[config.mk]
export PLATFORM = sky130hd
export DESIGN_NAME = clock_repl
export DESIGN_NICKNAME = d
export VERILOG_FILES = /design/src/rtl/clock_repl_pkg.sv /design/src/rtl/clock_repl_ctrl.sv /design/src/rtl/clock_repl_dp.sv /design/src/rtl/clock_repl.sv
export SDC_FILE = /design/constraint.sdc
export NUM_CORES = 1
export LEC_CHECK = 0
export BUFFER_PORTS_ARGS = -buffer_cell sky130_fd_sc_hd__buf_2
export CORE_UTILIZATION = 55
export CTS_BUF_LIST = sky130_fd_sc_hd__clkbuf_16
export CTS_CLUSTER_DIAMETER = 120
export DETAILED_ROUTE_END_ITERATION = 10
export HOLD_SLACK_MARGIN = 0.06
export PLACE_DENSITY = 0.77
export REMOVE_ABC_BUFFERS = 1
export SKIP_LAST_GASP = 1
export SLEW_MARGIN = 15
export SYNTH_ARGS = -nofsm -noshare
export SYNTH_HDL_FRONTEND = slang
export SYNTH_SLANG_ARGS = --single-unit
[constraint.sdc]
create_clock -name clk -period 3.1 [get_ports clk]
set_clock_uncertainty 0.1 [all_clocks]
set_input_delay 0.155 -clock clk [delete_from_list [all_inputs] [get_ports clk]]
set_output_delay 0.155 -clock clk [all_outputs]
set_load 0.03 [all_outputs]
[src/rtl/clock_repl_pkg.sv]
package clock_repl_pkg;

  typedef enum logic {
    ST_IDLE  = 1'b0,
    ST_SWEEP = 1'b1
  } sweepState_t;

  // strobes from control to datapath
  typedef struct packed {
    logic clearHere;  // lower flag at hand
    logic pickHere;   // take hand frame as victim
    logic advance;    // move hand forward
  } ctrlStrobes_t;

endpackage

[src/rtl/clock_repl_ctrl.sv]
module clock_repl_ctrl
  import clock_repl_pkg::*;
(
  input  logic         clk,
  input  logic         rst_n,
  input  logic         reqValid,
  input  logic         refAtHand,
  output ctrlStrobes_t strobes,
  output logic         busy,
  output logic         done
);

  sweepState_t state, stateNext;

  always_comb begin
    strobes   = '0;
    stateNext = state;
    unique case (state)
      ST_IDLE: begin
        if (reqValid) stateNext = ST_SWEEP;
      end
      ST_SWEEP: begin
        strobes.advance = 1'b1;
        if (refAtHand) begin
          strobes.clearHere = 1'b1;
        end else begin
          strobes.pickHere = 1'b1;
          stateNext        = ST_IDLE;
        end
      end
      default: stateNext = ST_IDLE;
    endcase
  end

  always_ff @(posedge clk or negedge rst_n) begin
    if (!rst_n) begin
      state <= ST_IDLE;
      done  <= 1'b0;
    end else begin
      state <= stateNext;
      done  <= strobes.pickHere;
    end
  end

  assign busy = (state == ST_SWEEP);

endmodule

[src/rtl/clock_repl_dp.sv]
module clock_repl_dp
  import clock_repl_pkg::*;
#(
  parameter int NUM_FRAMES = 8,
  localparam int IDX_W = (NUM_FRAMES > 1) ? $clog2(NUM_FRAMES) : 1
) (
  input  logic             clk,
  input  logic             rst_n,
  input  logic             accessValid,
  input  logic [IDX_W-1:0] accessFrame,
  input  ctrlStrobes_t     strobes,
  output logic             refAtHand,
  output logic [IDX_W-1:0] victimFrame
);

  localparam logic [IDX_W-1:0] LAST_IDX = IDX_W'(NUM_FRAMES - 1);

  logic [NUM_FRAMES-1:0] refBits;
  logic [IDX_W-1:0]      hand;

  for (genvar i = 0; i < NUM_FRAMES; i++) begin : g_frame
    logic hitAccess, atHand, flagQ;
    assign hitAccess = accessValid && (accessFrame == IDX_W'(i));
    assign atHand    = (hand == IDX_W'(i));

    // access notify and load marking win over the sweep clear
    always_ff @(posedge clk or negedge rst_n) begin
      if (!rst_n)                                  flagQ <= 1'b0;
      else if (hitAccess || (strobes.pickHere && atHand)) flagQ <= 1'b1;
      else if (strobes.clearHere && atHand)        flagQ <= 1'b0;
    end
    assign refBits[i] = flagQ;
  end

  assign refAtHand = refBits[hand];

  always_ff @(posedge clk or negedge rst_n) begin
    if (!rst_n) begin
      hand        <= '0;
      victimFrame <= '0;
    end else begin
      if (strobes.advance) hand <= (hand == LAST_IDX) ? '0 : hand + 1'b1;
      if (strobes.pickHere) victimFrame <= hand;
    end
  end

endmodule

[src/rtl/clock_repl.sv]
module clock_repl
  import clock_repl_pkg::*;
#(
  parameter int NUM_FRAMES = 8,
  localparam int IDX_W = (NUM_FRAMES > 1) ? $clog2(NUM_FRAMES) : 1
) (
  input  logic             clk,
  input  logic             rst_n,
  input  logic             accessValid,
  input  logic [IDX_W-1:0] accessFrame,
  input  logic             reqValid,
  output logic             busy,
  output logic             done,
  output logic [IDX_W-1:0] victimFrame
);

  ctrlStrobes_t strobes;
  logic         refAtHand;

  clock_repl_ctrl u_ctrl (
    .clk       (clk),
    .rst_n     (rst_n),
    .reqValid  (reqValid),
    .refAtHand (refAtHand),
    .strobes   (strobes),
    .busy      (busy),
    .done      (done)
  );

  clock_repl_dp #(.NUM_FRAMES(NUM_FRAMES)) u_dp (
    .clk         (clk),
    .rst_n       (rst_n),
    .accessValid (accessValid),
    .accessFrame (accessFrame),
    .strobes     (strobes),
    .refAtHand   (refAtHand),
    .victimFrame (victimFrame)
  );

endmodule

Word-level counts from Yosys, hierarchy flattened
Index checks and enable logic that the tools add are counted.
{ "op_classes": {"add_sub_neg": 1, "magnitude_cmp": 1, "eq_ne": 14, "n_mux": 24, "n_bitwise": 1, "n_reduce_logical": 42} }
{ "ops": {"columns": ["cell", "n"], "rows": [
  ["$eq A3 B3 Y1 const B", 8],
  ["$logic_and A1 B1 Y1", 24],
  ["$mux W1", 20],
  ["$reduce_bool A2 Y1", 8],
  ["$eq A3 B2 Y1 const B", 4],
  ["$logic_or A1 B1 Y1", 8],
  ["$eq A3 B1 Y1 const B", 2],
  ["$logic_not A3 Y1", 2],
  ["$mux W3", 2],
  ["$lt A3 B4 Y1 const B", 1],
  ["$add A3 B1 Y3 const B", 1],
  ["$bmux W1 S3", 1],
  ["$pmux W1 S2", 1],
  ["$not A1 Y1", 1]
]} }
{ "word_totals": {"reg_bits": 16, "out_inout_bits": 5, "elab_cells": 95} }

Depth between registers and ports, before layout
{ "logic_depth": {"word_depth": 7, "depth_mapped": 5} }

Hierarchy
A second synthesis with hierarchy kept.
{ "unflattened": {"cells_unflattened": 68, "hier_area_um2": 879.6} }
{ "modules_own_cells": {"columns": ["module", "instances", "cells_each", "area_each_um2", "seq_area_each_um2"], "rows": [
  ["clock_repl_dp", 1, 62, 793.3, 350.3],
  ["clock_repl_ctrl", 1, 6, 86.3, 50.0]
]} }

Worst setup path before layout
OpenSTA, ideal clock, no wires.
{ "synth_path": {"path_kind": "register to register", "startpoint": "register u_dp.hand[0]", "endpoint": "register u_dp.victimFrame[0]", "setup_time_ns": 0.125, "arrival_ns": 1.684, "t_required_ns": 2.875, "setup_slack_ns": 1.191, "stages_incl_launch_ff": 5, "path_buffers": 0, "path_cell_list": "dfrtp_1 -> mux4_2 -> mux2i_4 -> nand2_4 -> mux2_4"} }
{ "synth_between": {"elab_chain_len": 4} }
{ "synth_lines": {"columns": ["element", "line", "rtl"], "rows": [
  ["start, declared", "clock_repl_dp.sv:19", "logic [IDX_W-1:0] hand;"],
  ["start signal, assigned", "clock_repl_dp.sv:42", "if (strobes.advance) hand <= (hand == LAST_IDX) ? '0 : hand + 1'b1;"],
  ["$bmux W1 S3", "clock_repl_dp.sv:35", "assign refAtHand = refBits[hand];"],
  ["$mux W1 (implied by the code)", "clock_repl_dp.sv:35", null],
  ["$mux W1", "clock_repl_ctrl.sv:24", "if (refAtHand) begin"],
  ["$mux W3", "clock_repl_ctrl.sv:18", "unique case (state)"],
  ["end signal, assigned", "clock_repl_dp.sv:43", "if (strobes.pickHere) victimFrame <= hand;"],
  ["end, declared", "clock_repl_dp.sv:13", "output logic [IDX_W-1:0] victimFrame"]
]} }
Several ways; a longest one is shown, not always the timed one. The select of a mux whose other input is x is not followed.
A chain may end at the register's enable or synchronous reset.

Final worst setup path
Ends and elaborated chain as after synthesis.

==> results.md <==
- Fill cells: 91
- Outcome: finished clean
- YS warnings: 0
- Final setup violation count: 0
- Max Fclk: 485 MHz
- Syn_area_per_cell: 10.5 um2
- Synth top area share: 0.460
- Fraction of layout cells with a size suffix above 1: 0.202
- Clock latency on the worst-skew pair: 240 ps
- Min Clock Period, post-route: 2060 ps
- Switching power: 518 uW
- Area added between synthesis and finish: 19.4%
- Critical Path RT: 3130 ps
- CP Data Arrival Time: 2090 ps
- Cells after Synth: 83
- Slew @ Worst Pin: 557 ps
- Per-cell routed wire length: 15.8 um
- Detailed-route wire length: 1800 um
- Clock root cell: clkbuf_16
- Combinational group share of total power: 0.462
- Cell area after layout: 0.00104 mm2
- Vias/cell: 6.11
- H-tree depth: 1
- Layout Cells excl Fill: 114
- Diode count: 0
- Core area: 0.00138 mm2
- DR pass1 iterations: 4
- DRC: 0
- Postcts setup bufs: 0
- IO Count: 12
- Antenna violations before repair: 0
- RSZ-0062 raised after global routing: false
- Post-Synthesis Cell Area: 870 um2
- Die ar.: 0.00174 mm2
- Reg2reg path depth: 4
- Number of global-route vias before repair: 653
- GP Congestion: 0.860
- Pleak: 0.504 nW
- CP Max Fanout: 9
- Distinct cell type count of the synthesized netlist: 21
- Die X: 41.8 um
- Slew HR: 0.629
- Int Power: 743 uW
- Total global-route track usage: 0.230
- Final Hold Violating Endpoints: 0
- Remaining Overflow, GRT: 0
- Clk buf depth: 2
- CTS clk-pin slew, worst paths: 50 ps
- Port Buffer Count: 11
- DP Area: 940 um2
- Crit Path Class: reg -> reg
- Critical Path, Cell by Cell: mux4_2 > mux2i_4 > nand2_4 > mux2_4
- Worst vdd ir: 610 uV
- CTS sink cnt: 16
- Total Nets Final: 113
- Die Ht: 41.8 um
- Setup crit start kind: register
- Initial DRC count: 19
- HPWL Detailed: 1260 um
- First-pass GRT wire length: 2990 um
- PwrDens: 1210 mW/mm2
- Hold/Removal Path Class: in -> reg
- Vias: 697
- Slew Viols, Final: 0
- Area contributors post-synth: dfrtp_1 46%, ha_1 8.6%, nand3_1 6.9%
- Sequential share of power: 0.341
- EDFF count, synth: 0
- Post-route clock period utilization: 0.665
- Sequential cell area: 400 um2
- Placed cell count: 108
- CP max-delay cell: mux4_2
- Seq/Total Area, Yosys: 0.460
- Initial Util: 0.629
- Ys flop type: dfrtp_1
- Max-Cap Viols: 0
- Part of the power in the clock network: 0.197
- TritonCTS clock tree: done
- Sw Ratio: 0.411
- Min-Delay Path Depth: 3
- Setup TNS: 0 ps
- Area leader, netlist: dfrtp_1
- Setup crit end kind: register
- Synth Register Bits: 16
- Largest net degree at the start of global routing: 18
- Routed Antenna Nets: 0
- Worst path max stage delay: 590 ps
- Asr flop ratio synth: 1.00
- Std-Cell Rows: 13
- Num CTS Buffers: 3
- Multi-input logic area: 447 um2
-- metrics by stage --
step	utilization	hold WS, ps	total power, mW	setup slack, ps
6_report	0.751	102	1.26	1040
5_1_grt	0.751	122	1.34	931
4_1_cts	0.751	95.8	1.27	1020
3_5_place_dp	0.680	-16.3	1.00	1050
3_3_place_gp	0.680	-22.2	0.976	1130
2_1_floorplan	-	-241	0.855	1180
-- sequential cells by signal (all words and copies together) (netlist names) --
register,count
u_dp.victimFrame,3
u_dp.g_frame.flagQ,8
u_ctrl.done,1
u_ctrl.busy,1
u_dp.hand,3
-- path summary, 6_finish.rpt --
path                                                   start                                end  slack (ps)
min in group asynchronous                              rst_n  u_dp.g_frame[1].flagQ$_DFFE_PN0P_         240
min reg2reg                u_dp.g_frame[7].flagQ$_DFFE_PN0P_  u_dp.g_frame[7].flagQ$_DFFE_PN0P_         400
min                                           accessFrame[2]  u_dp.g_frame[6].flagQ$_DFFE_PN0P_         100
max reg2reg                         u_dp.hand[0]$_DFFE_PN0P_    u_dp.victimFrame[0]$_DFFE_PN0P_        1040
max in group asynchronous                              rst_n  u_dp.g_frame[3].flagQ$_DFFE_PN0P_        2410
max                                 u_dp.hand[0]$_DFFE_PN0P_    u_dp.victimFrame[0]$_DFFE_PN0P_        1040
-- layout by cell type, fill, tap and decap left out, drive strengths merged --
master and instances:
dfrtp 16, dlygate4sd3 2, nor2b 4, clkinv 1, ha 6, nor2 3
inv 5, o21ai 4, or3 1, a21oi 1, a22oi 3, a32oi 1
nand4 1, clkbuf 3, nand3 12, mux2i 4, o21a 1, buf 11
mux4 2, nand2 15, mux2 2, nand3b 1
-- synth_stat cells (2+ instances only) --
master,number
dfrtp_1,16
nand2_1,14
nand3_1,12
ha_1,6
inv_1,5
nor2b_1,4
o21ai_0,4
a22oi_1,3
mux2i_1,3
nor2_1,3
mux2_4,2
mux4_2,2
-- power by group through the flow --
stage	logic (mW)	registers (mW)	clock network [mW]
3_5_place_dp	0.575	0.425	0
6_report	0.582	0.430	0.248
3_3_place_gp	0.552	0.424	0
4_1_cts	0.586	0.425	0.254
5_1_grt	0.636	0.442	0.258
2_1_floorplan	0.405	0.450	0
-- cells by family after synthesis --
group	count (synthesis)	share of synthesized area
buf+inv	6	0.0259
compound gates	10	0.0734
simple gates	37	0.207
fa+ha+maj	6	0.0863
mux	8	0.147
flops	16	0.460
-- worst max-delay path, delay by kind of cell, from the launching register on --
kind          cells  cell delay (ps)
mux               3             1240
flops             1              480
simple gates      1              120
-- routing by layer --
| layer | GRT usage | share of wire |
|---|---|---|
| met5 | 0 | 0 |
| met4 | 0.123 | 0.022 |
| met1 | 0.314 | 0.45 |
| met3 | 0.0478 | 0.068 |
| met2 | 0.341 | 0.46 |
-- area by class of cell --
| type | instances | share of cell area |
|---|---|---|
| flip-flops and latches | 16 | 0.386 |
| clock inverters | 1 | 0.00361 |
| well taps | 15 | 0.0181 |
| clock buffers | 3 | 0.0723 |
| multi-input cells | 61 | 0.430 |
| repair buffers | 13 | 0.0723 |
| inverters | 5 | 0.0181 |
-- what timing repair did --
action	CTS	global route
hold endpoints to repair	17	0
hold buffers	2	0
resized for setup	0	0
Note: power is estimated with default switching activity, not from simulation.
